==> config.mk <==
export PLATFORM = sky130hd
export DESIGN_NAME = glitch_sequencer
export DESIGN_NICKNAME = d
export VERILOG_FILES = /design/src/rtl/glitch_seq_pkg.sv /design/src/rtl/glitch_cmd.sv /design/src/rtl/glitch_cfg.sv /design/src/rtl/glitch_engine.sv /design/src/rtl/glitch_sequencer.sv
export SDC_FILE = /design/constraint.sdc
export NUM_CORES = 1
export LEC_CHECK = 0
export BUFFER_PORTS_ARGS = -buffer_cell sky130_fd_sc_hd__buf_4
export CELL_PAD_IN_SITES_DETAIL_PLACEMENT = 0
export CELL_PAD_IN_SITES_GLOBAL_PLACEMENT = 1
export CORE_MARGIN = 3
export CORE_UTILIZATION = 43
export DETAILED_ROUTE_END_ITERATION = 7
export PLACE_DENSITY = 0.84
export REMOVE_ABC_BUFFERS = 1
export SYNTH_ARGS = -nofsm -noshare
export SYNTH_HDL_FRONTEND = slang
export SYNTH_SLANG_ARGS = --single-unit
==> constraint.sdc <==
create_clock -name clk -period 2.4 [get_ports clk]
set_input_delay 0.36 -clock clk [delete_from_list [all_inputs] [get_ports clk]]
set_output_delay 0.36 -clock clk [all_outputs]
set_load 0.05 [all_outputs]
==> src/rtl/glitch_seq_pkg.sv <==
package glitch_seq_pkg;
  typedef enum logic [1:0] {
    ST_IDLE  = 2'd0,
    ST_RESET = 2'd1,
    ST_WAIT  = 2'd2,
    ST_PULSE = 2'd3
  } seq_state_t;

  localparam logic [7:0] OP_SET_DELAY = 8'h01;
  localparam logic [7:0] OP_SET_WIDTH = 8'h02;
  localparam logic [7:0] OP_RESET     = 8'h03;
  localparam logic [7:0] OP_ATTEMPT   = 8'h04;
  localparam logic [7:0] OP_SWEEP     = 8'h05;
endpackage

==> src/rtl/glitch_cmd.sv <==
module glitch_cmd
  import glitch_seq_pkg::*;
#(
  parameter int DLY_W = 32,
  parameter int WID_W = 16
) (
  input  logic             clk,
  input  logic             rst,
  input  logic [7:0]       rx_data,
  input  logic             rx_valid,
  input  logic             busy,
  output logic             go_reset,
  output logic             go_attempt,
  output logic             sweep_tog,
  output logic             wr_delay,
  output logic             wr_width,
  output logic [DLY_W-1:0] wr_val,
  output logic             cmd_idle
);
  localparam int DLY_BYTES = DLY_W / 8;
  localparam int WID_BYTES = WID_W / 8;

  logic [2:0]       remain;
  logic             tgt_width;
  logic [DLY_W-9:0] shreg;
  logic             take;

  assign take       = rx_valid && !busy;
  assign cmd_idle   = (remain == 3'd0);
  assign wr_val     = {rx_data, shreg};
  assign go_reset   = take && cmd_idle && (rx_data == OP_RESET);
  assign go_attempt = take && cmd_idle && (rx_data == OP_ATTEMPT);
  // busy is filtered downstream: only a stop is honoured while busy
  assign sweep_tog  = rx_valid && cmd_idle && (rx_data == OP_SWEEP);
  assign wr_delay   = take && (remain == 3'd1) && !tgt_width;
  assign wr_width   = take && (remain == 3'd1) && tgt_width;

  always_ff @(posedge clk) begin
    if (rst) begin
      remain    <= '0;
      tgt_width <= 1'b0;
      shreg     <= '0;
    end else if (take) begin
      if (cmd_idle) begin
        if (rx_data == OP_SET_DELAY) begin
          remain    <= 3'(DLY_BYTES);
          tgt_width <= 1'b0;
        end else if (rx_data == OP_SET_WIDTH) begin
          remain    <= 3'(WID_BYTES);
          tgt_width <= 1'b1;
        end
      end else begin
        remain <= remain - 3'd1;
        shreg  <= wr_val[DLY_W-1:8];
      end
    end
  end
endmodule

==> src/rtl/glitch_cfg.sv <==
module glitch_cfg #(
  parameter int DLY_W   = 32,
  parameter int WID_W   = 16,
  parameter int WID_MAX = 64
) (
  input  logic             clk,
  input  logic             rst,
  input  logic             wr_delay,
  input  logic             wr_width,
  input  logic [DLY_W-1:0] wr_val,
  input  logic             sweep_tog,
  input  logic             busy,
  input  logic             done,
  input  logic             cmd_idle,
  input  logic             rx_valid,
  output logic [DLY_W-1:0] cfg_delay,
  output logic [WID_W-1:0] cfg_width,
  output logic             sweep_go
);
  localparam logic [WID_W-1:0] W_TOP = WID_W'(WID_MAX);
  localparam logic [WID_W-1:0] W_ONE = WID_W'(1);

  logic sweep_on;

  assign sweep_go = sweep_on && !busy && !done && cmd_idle && !rx_valid;

  always_ff @(posedge clk) begin
    if (rst) begin
      cfg_delay <= '0;
      cfg_width <= W_ONE;
      sweep_on  <= 1'b0;
    end else begin
      if (wr_delay) cfg_delay <= wr_val;
      if (wr_width) cfg_width <= wr_val[DLY_W-1 -: WID_W];
      if (sweep_tog) begin
        if (sweep_on) begin
          sweep_on <= 1'b0;
        end else if (!busy) begin
          sweep_on  <= 1'b1;
          cfg_width <= W_ONE;
        end
      end else if (done && sweep_on) begin
        if (cfg_width >= W_TOP) begin
          cfg_width <= W_ONE;
          cfg_delay <= cfg_delay + 1'b1;
        end else begin
          cfg_width <= cfg_width + 1'b1;
        end
      end
    end
  end
endmodule

==> src/rtl/glitch_engine.sv <==
module glitch_engine
  import glitch_seq_pkg::*;
#(
  parameter int DLY_W   = 32,
  parameter int WID_W   = 16,
  parameter int RST_CYC = 1024
) (
  input  logic             clk,
  input  logic             rst,
  input  logic             start,
  input  logic             with_glitch,
  input  logic [DLY_W-1:0] delay,
  input  logic [WID_W-1:0] width,
  output logic             tgt_rst_n,
  output logic             glitch_sel,
  output logic             busy,
  output logic             done
);
  localparam int CNT_W = (DLY_W > WID_W) ? DLY_W : WID_W;

  seq_state_t       state;
  logic [CNT_W-1:0] cnt;
  logic             run_glitch;

  always_ff @(posedge clk) begin
    if (rst) begin
      state      <= ST_IDLE;
      cnt        <= '0;
      run_glitch <= 1'b0;
      tgt_rst_n  <= 1'b1;
      glitch_sel <= 1'b0;
      busy       <= 1'b0;
      done       <= 1'b0;
    end else begin
      done <= 1'b0;
      case (state)
        ST_IDLE: begin
          glitch_sel <= 1'b0;
          if (start) begin
            state      <= ST_RESET;
            cnt        <= CNT_W'(RST_CYC - 1);
            run_glitch <= with_glitch;
            tgt_rst_n  <= 1'b0;
            busy       <= 1'b1;
          end
        end
        ST_RESET: begin
          if (cnt == '0) begin
            tgt_rst_n <= 1'b1;
            if (run_glitch) begin
              state <= ST_WAIT;
              cnt   <= CNT_W'(delay);
            end else begin
              state <= ST_IDLE;
              busy  <= 1'b0;
              done  <= 1'b1;
            end
          end else begin
            cnt <= cnt - 1'b1;
          end
        end
        ST_WAIT: begin
          if (cnt == '0) begin
            if (width == '0) begin
              state <= ST_IDLE;
              busy  <= 1'b0;
              done  <= 1'b1;
            end else begin
              state      <= ST_PULSE;
              glitch_sel <= 1'b1;
              cnt        <= CNT_W'(width) - CNT_W'(1);
            end
          end else begin
            cnt <= cnt - 1'b1;
          end
        end
        default: begin
          if (cnt == '0) begin
            state      <= ST_IDLE;
            glitch_sel <= 1'b0;
            busy       <= 1'b0;
            done       <= 1'b1;
          end else begin
            cnt <= cnt - 1'b1;
          end
        end
      endcase
    end
  end
endmodule

==> src/rtl/glitch_sequencer.sv <==
module glitch_sequencer #(
  parameter int DLY_W   = 32,
  parameter int WID_W   = 16,
  parameter int RST_CYC = 1024,
  parameter int WID_MAX = 64
) (
  input  logic       clk,
  input  logic       rst,
  input  logic [7:0] rx_data,
  input  logic       rx_valid,
  output logic       tgt_rst_n,
  output logic       glitch_sel,
  output logic       busy,
  output logic       done
);
  logic             go_reset, go_attempt, sweep_tog, sweep_go;
  logic             wr_delay, wr_width, cmd_idle;
  logic [DLY_W-1:0] wr_val, cfg_delay;
  logic [WID_W-1:0] cfg_width;

  glitch_cmd #(.DLY_W(DLY_W), .WID_W(WID_W)) u_cmd (
    .clk(clk), .rst(rst), .rx_data(rx_data), .rx_valid(rx_valid), .busy(busy),
    .go_reset(go_reset), .go_attempt(go_attempt), .sweep_tog(sweep_tog),
    .wr_delay(wr_delay), .wr_width(wr_width), .wr_val(wr_val), .cmd_idle(cmd_idle)
  );

  glitch_cfg #(.DLY_W(DLY_W), .WID_W(WID_W), .WID_MAX(WID_MAX)) u_cfg (
    .clk(clk), .rst(rst), .wr_delay(wr_delay), .wr_width(wr_width), .wr_val(wr_val),
    .sweep_tog(sweep_tog), .busy(busy), .done(done), .cmd_idle(cmd_idle),
    .rx_valid(rx_valid), .cfg_delay(cfg_delay), .cfg_width(cfg_width),
    .sweep_go(sweep_go)
  );

  glitch_engine #(.DLY_W(DLY_W), .WID_W(WID_W), .RST_CYC(RST_CYC)) u_eng (
    .clk(clk), .rst(rst), .start(go_reset || go_attempt || sweep_go),
    .with_glitch(!go_reset), .delay(cfg_delay), .width(cfg_width),
    .tgt_rst_n(tgt_rst_n), .glitch_sel(glitch_sel), .busy(busy), .done(done)
  );
endmodule

# == Word level (Yosys, flattened, before mapping) ==
# Cells that the tools add are included.
# totals
wordCells,126
in_bits,11
reg_bits,116
# op_classes
eq_ne,18
n_lt_le_gt_ge,1
n_addsub,5
bitwise_logic,2
n_mux,50
n_reduce_logical,37
# op_table
op,n
$mux 32,10
$mux 16,6
$pmux 32 s3,1
$add 32x1->32 const B,1
$logic_not 32->1,1
$sub 32x1->32 const B,1
$mux 1,19
$sub 16x1->17 const B,1
$add 16x1->16 const B,1
$eq 8x2->1 const B,2
$eq 8x3->1 const B,2
$ge 16x7->1 const B,1
$logic_not 16->1,1
$logic_and 1x1->1,14
$mux 2,6
$reduce_and 4->1,3
$mux 3,3
$pmux 1 s3,3
$eq 8x1->1 const B,1
$ne 2x1->1 const B,4
$ne 3x3->1 const B,2
$pmux 2 s3,1
$reduce_and 2->1,3
$reduce_and 3->1,2
other kinds (15),24

# == Longest topological paths before layout ==
# logic_depth
ltp_word,8
mapped_depth,10
ltp_nobuf,8

# == Modules after synthesis ==
# Synthesis repeated with hierarchy kept, for this count alone.
# unflattened
cells_unflattened,932
area_unflattened_um2,7196.9
# by_module_without_submodules
module,area_each_um2,n_inst,cells_each
glitch_engine,3069.2,1,427
glitch_cfg,2758.9,1,338
glitch_cmd,1358.8,1,165
glitch_sequencer,10.0,1,2

# == Worst setup path after synthesis ==
# OpenSTA, ideal clock, no wires.
# synth_path
path_kind,reg2reg
from,register u_eng.state[0]
to,register u_eng.cnt[3]
stages_incl_launch_ff,10
arrival_ps,2182
n_path_buf,3
setup_slack_ps,89
cell_sequence,dfxtp_1 -> inv_1 -> ha_1 -> clkbuf_1 -> nor3_1 -> clkbuf_1 -> clkbuf_1 -> a211oi_1 -> a2111oi_0 -> nor2_1
# synth_between
elab_chain_len,3
word_cells_on_any_way,9
# synth_lines
item,line,text
start: declaration,glitch_engine.sv:21,seq_state_t state;
start signal: assignment,glitch_engine.sv:27,state <= ST_IDLE;
start signal: assignment,glitch_engine.sv:40,state <= ST_RESET;
start signal: assignment,glitch_engine.sv:51,state <= ST_WAIT;
$eq 2x1->1 (tied with other cells),glitch_engine.sv:36,case (state)
$ne 4x4->1 (no line) (tied with other cells),--,
$reduce_and 4->1 (no line),--,
end signal: assignment,glitch_engine.sv:41,cnt <= CNT_W'(RST_CYC - 1);
end signal: assignment,glitch_engine.sv:52,cnt <= CNT_W'(delay);
end signal: assignment,glitch_engine.sv:59,cnt <= cnt - 1'b1;
end: declaration,glitch_engine.sv:22,logic [CNT_W-1:0] cnt;
# Parallel ways exist; a longest one is shown, timed or not.
# A chain may end at the register's enable or synchronous reset.

# == Worst setup path in the final report ==
# layout_path
from,register u_eng.cnt[11]
to,register u_eng.cnt[9]
# layout_between
elab_chain_len,3
word_cells_on_any_way,8
# layout_lines
item,line
$logic_not 32->1 (*),"glitch_engine.sv:48, glitch_engine.sv:63, glitch_engine.sv:78"
$ne 4x4->1 (no line) (tied with other cells),--
$reduce_and 4->1 (no line) / $pmux 32 s3 (equally long branches),--
# Mark *: on every way between the ends. The rest lies on a longest branch, timed or not.

==> results.yml <==
floorplan:
  die_w_um: 134
  initial_core_util: 0.440
  dieArea_mm2: 0.0179
  rows: 46
  core_area_mm2: 0.0159
  die_y_um: 134
  ios: 15
drt:
  dr_total_vias: 7428
  wl_per_cell_um: 19.3
  antenna_left: 0
  drt_wl_total_mm: 23.6
  vias_per_cell: 6.08
  drc: 0
  detail_route.iter0.violations: 723
  dr.pass1.iters: 5
finish:
  design_area_mm2: 0.00868
  fillers: 1549
  drive_above_1_share: 0.195
  antennaDiodeCount: 0
  syn_to_final_growth_pct: 23.7
  fin_cells: 1221
  nNetsFinal: 1016
clock_network:
  clock_path_buffers: 2
  numCtsBuffers: 17
  cts_hold_buf: 0
  clk_pin_slew_worst_paths_ns: 0.06
  clock_latency_ns: 0.43
  cts-htree-levels: 4
  numClockSinks: 116
  cts_tree: "built"
  root_buffer: "clkbuf_16"
synth:
  synthSimpleGateAreaFrac: 0.285
  synthMuxAreaShare: 0.0230
  synthAdderAreaFrac: 0.0232
  ys_ff_latch: 116
  async_flop_share: 0
  yosys-top-cells-count: "116 x dfxtp_1, 112 x nand2_1, 101 x a21oi_1"
  synth_edf_count: 0
  synth_top_family_by_area: "simple AND/OR/NAND/NOR gates"
  syn_area_per_cell_um2: 7.68
  synthTopCellsByArea: "dfxtp_1 33%, a21oi_1 7.2%, nand2_1 6.0%"
  synth_compound_area_frac: 0.268
  synth_cell_types: 72
  synth_top_area_frac: 0.331
  synth_most_common_cell: "dfxtp_1"
  synth_cells: 914
  syn_area_mm2: 0.00702
  yosys.area_share.xor_xnor: 0.0212
  yosysSeqAreaShare: 0.331
  synth_warnings: 0
  ys.flop_type: "dfxtp_1"
  synth_top_cell_by_area: "dfxtp_1"
power_and_ir_drop:
  power_leakage_nw: 3.26
  ir_worst_vdd_uv: 737
  power.density_mw_per_mm2: 979
sta:
  finalSetupViolations: 0
  final-hold-violation-count: 0
  slew-limit-headroom: 0.462
  fin_worst_skew_ns: 0.0117
  finalCritPeriodShare: 0.971
  holdWs_ns: 0.216
  fin_crit_ns: 2.33
  worst_pin_slew_ns: 0.805
  max_freq_mhz: 429
  drv_slew: 0
  tns_ns: 0
job:
  maxCapViolCount: 0
global_route:
  grt_pass1_wl_mm: 38.2
  grt-ovfl-total: 0
  antenna_found_initial: 0
  grt_pass1_vias: 7020
  grt_max_degree: 39
  track_usage: 0.266
outcome:
  status: "complete, no violations"
setup_path:
  end_kind: "flop"
  crit_type: "flop to flop"
  cp.arrival_ns: 2.68
  worstPathMaxFanout: 14
  cp.required_ns: 2.75
  startpoint_type: "flop"
  r2r_setup_slack_ns: 0.07
placed_design:
  dp.cells: 1183
  dp_hpwl_mm: 16.7
  io_buffers: 14
  placed_area_mm2: 0.00798
  finalWeightedCongestion: 0.878
hold_path:
  min_path_type: "primary input to flop"
-- through the flow --
| step | power, mW | setup slack (ns) | utilization |
|---|---|---|---|
| final | 8.50 | 0.0702 | 0.545 |
| after global routing | 8.91 | -0.0403 | 0.545 |
| after detailed placement | 5.83 | -0.0638 | 0.500 |
| after CTS | 8.26 | 0.0271 | 0.536 |
| after global placement | 5.81 | -0.0427 | 0.500 |
| after floorplan | 4.16 | -1.18 | - |
-- worst paths after layout --
kind                                startpoint              end  cells past startpoint
worst max-delay path             u_eng.cnt[11]     u_eng.cnt[9]                      9
worst min-delay path                       rst  u_cmd.shreg[18]                      2
worst max register to register   u_eng.cnt[11]     u_eng.cnt[9]                      9
worst min register to register  u_cmd.shreg[7]   u_cmd.shreg[7]                      2
-- layout by cell type, fill, tap and decap left out, types with 10 or more instances in the layout --
cell type,instances
a311oi_1,10
a21oi_1,101
mux2i_1,15
nor4_1,20
a22oi_1,10
o21ai_1,15
nand4_1,14
a31oi_1,10
nand2_1,110
o21ai_0,51
nor3_1,48
a211oi_1,14
inv_1,19
ha_1,11
o211ai_1,10
and3_1,11
nand3_1,24
xnor2_1,10
clkbuf_16,18
dfxtp_1,116
nor2_1,69
or3_1,12
buf_4,112
-- power breakdown --
part	leakage [nW]	switching [mW]	internal, mW
Sequential	0.936	0.130	2.04
Clock	0.262	1.01	1.38
Combinational	2.07	2.29	1.65
-- sequential cells by signal (all words and copies together) (netlist names), 2 cells and up --
register,count
u_eng.state,2
u_eng.cnt,32
u_cfg.cfg_width,16
u_cfg.cfg_delay,32
u_cmd.shreg,24
u_cmd.remain,3
-- metal layers --
metal,vias up,track usage,share of wire
li1,3577,-,-
met1,3555,0.370,0.46
met2,268,0.420,0.47
met3,28,0.0514,0.061
met4,0,0.0743,0.015
met5,-,0,0
-- kinds of logic (layout without fill, tap and decap cells) --
family                     count (synthesis)  count (layout)
and+or+nand+nor                          381             381
AOI/OAI and AO/OA                        290             290
DFF                                      116             116
buffers and inverters                     81             172
xor gates and xnor gates                  17              17
muxes                                     16              16
adders and majority gates                 13              13
-- worst max-delay path: stages (launching register included) --
cell,delay (ns)
dfxtp_1,0.31
nor4_2,0.32
buf_4,0.19
nand4_4,0.17
or3_4,0.45
buf_4,0.15
o21ai_4,0.20
buf_12,0.18
nor2_1,0.10
a21oi_1,0.17
-- layout make-up --
| cell class | count | area, um^2 | share of cell area |
|---|---|---|---|
| clock buffers | 19 | 453 | 0.0522 |
| clock inverters | 13 | 101 | 0.0117 |
| inverters | 19 | 71.3 | 0.00821 |
| multi-input cells | 717 | 4450 | 0.512 |
| flip-flops and latches | 116 | 2320 | 0.267 |
| well taps | 216 | 270 | 0.0311 |
| repair buffers | 121 | 1020 | 0.117 |
-- what timing repair did --
item                                    4_1_cts  5_1_grt
endpoints found under the setup margin        6       40
pin swaps                                     0        7
cloned                                        0        1
hold endpoints to repair                      0        0
resized for setup                             2       21
buffers inserted                              0        5
No activity file was read; power rests on OpenSTA's default activity.
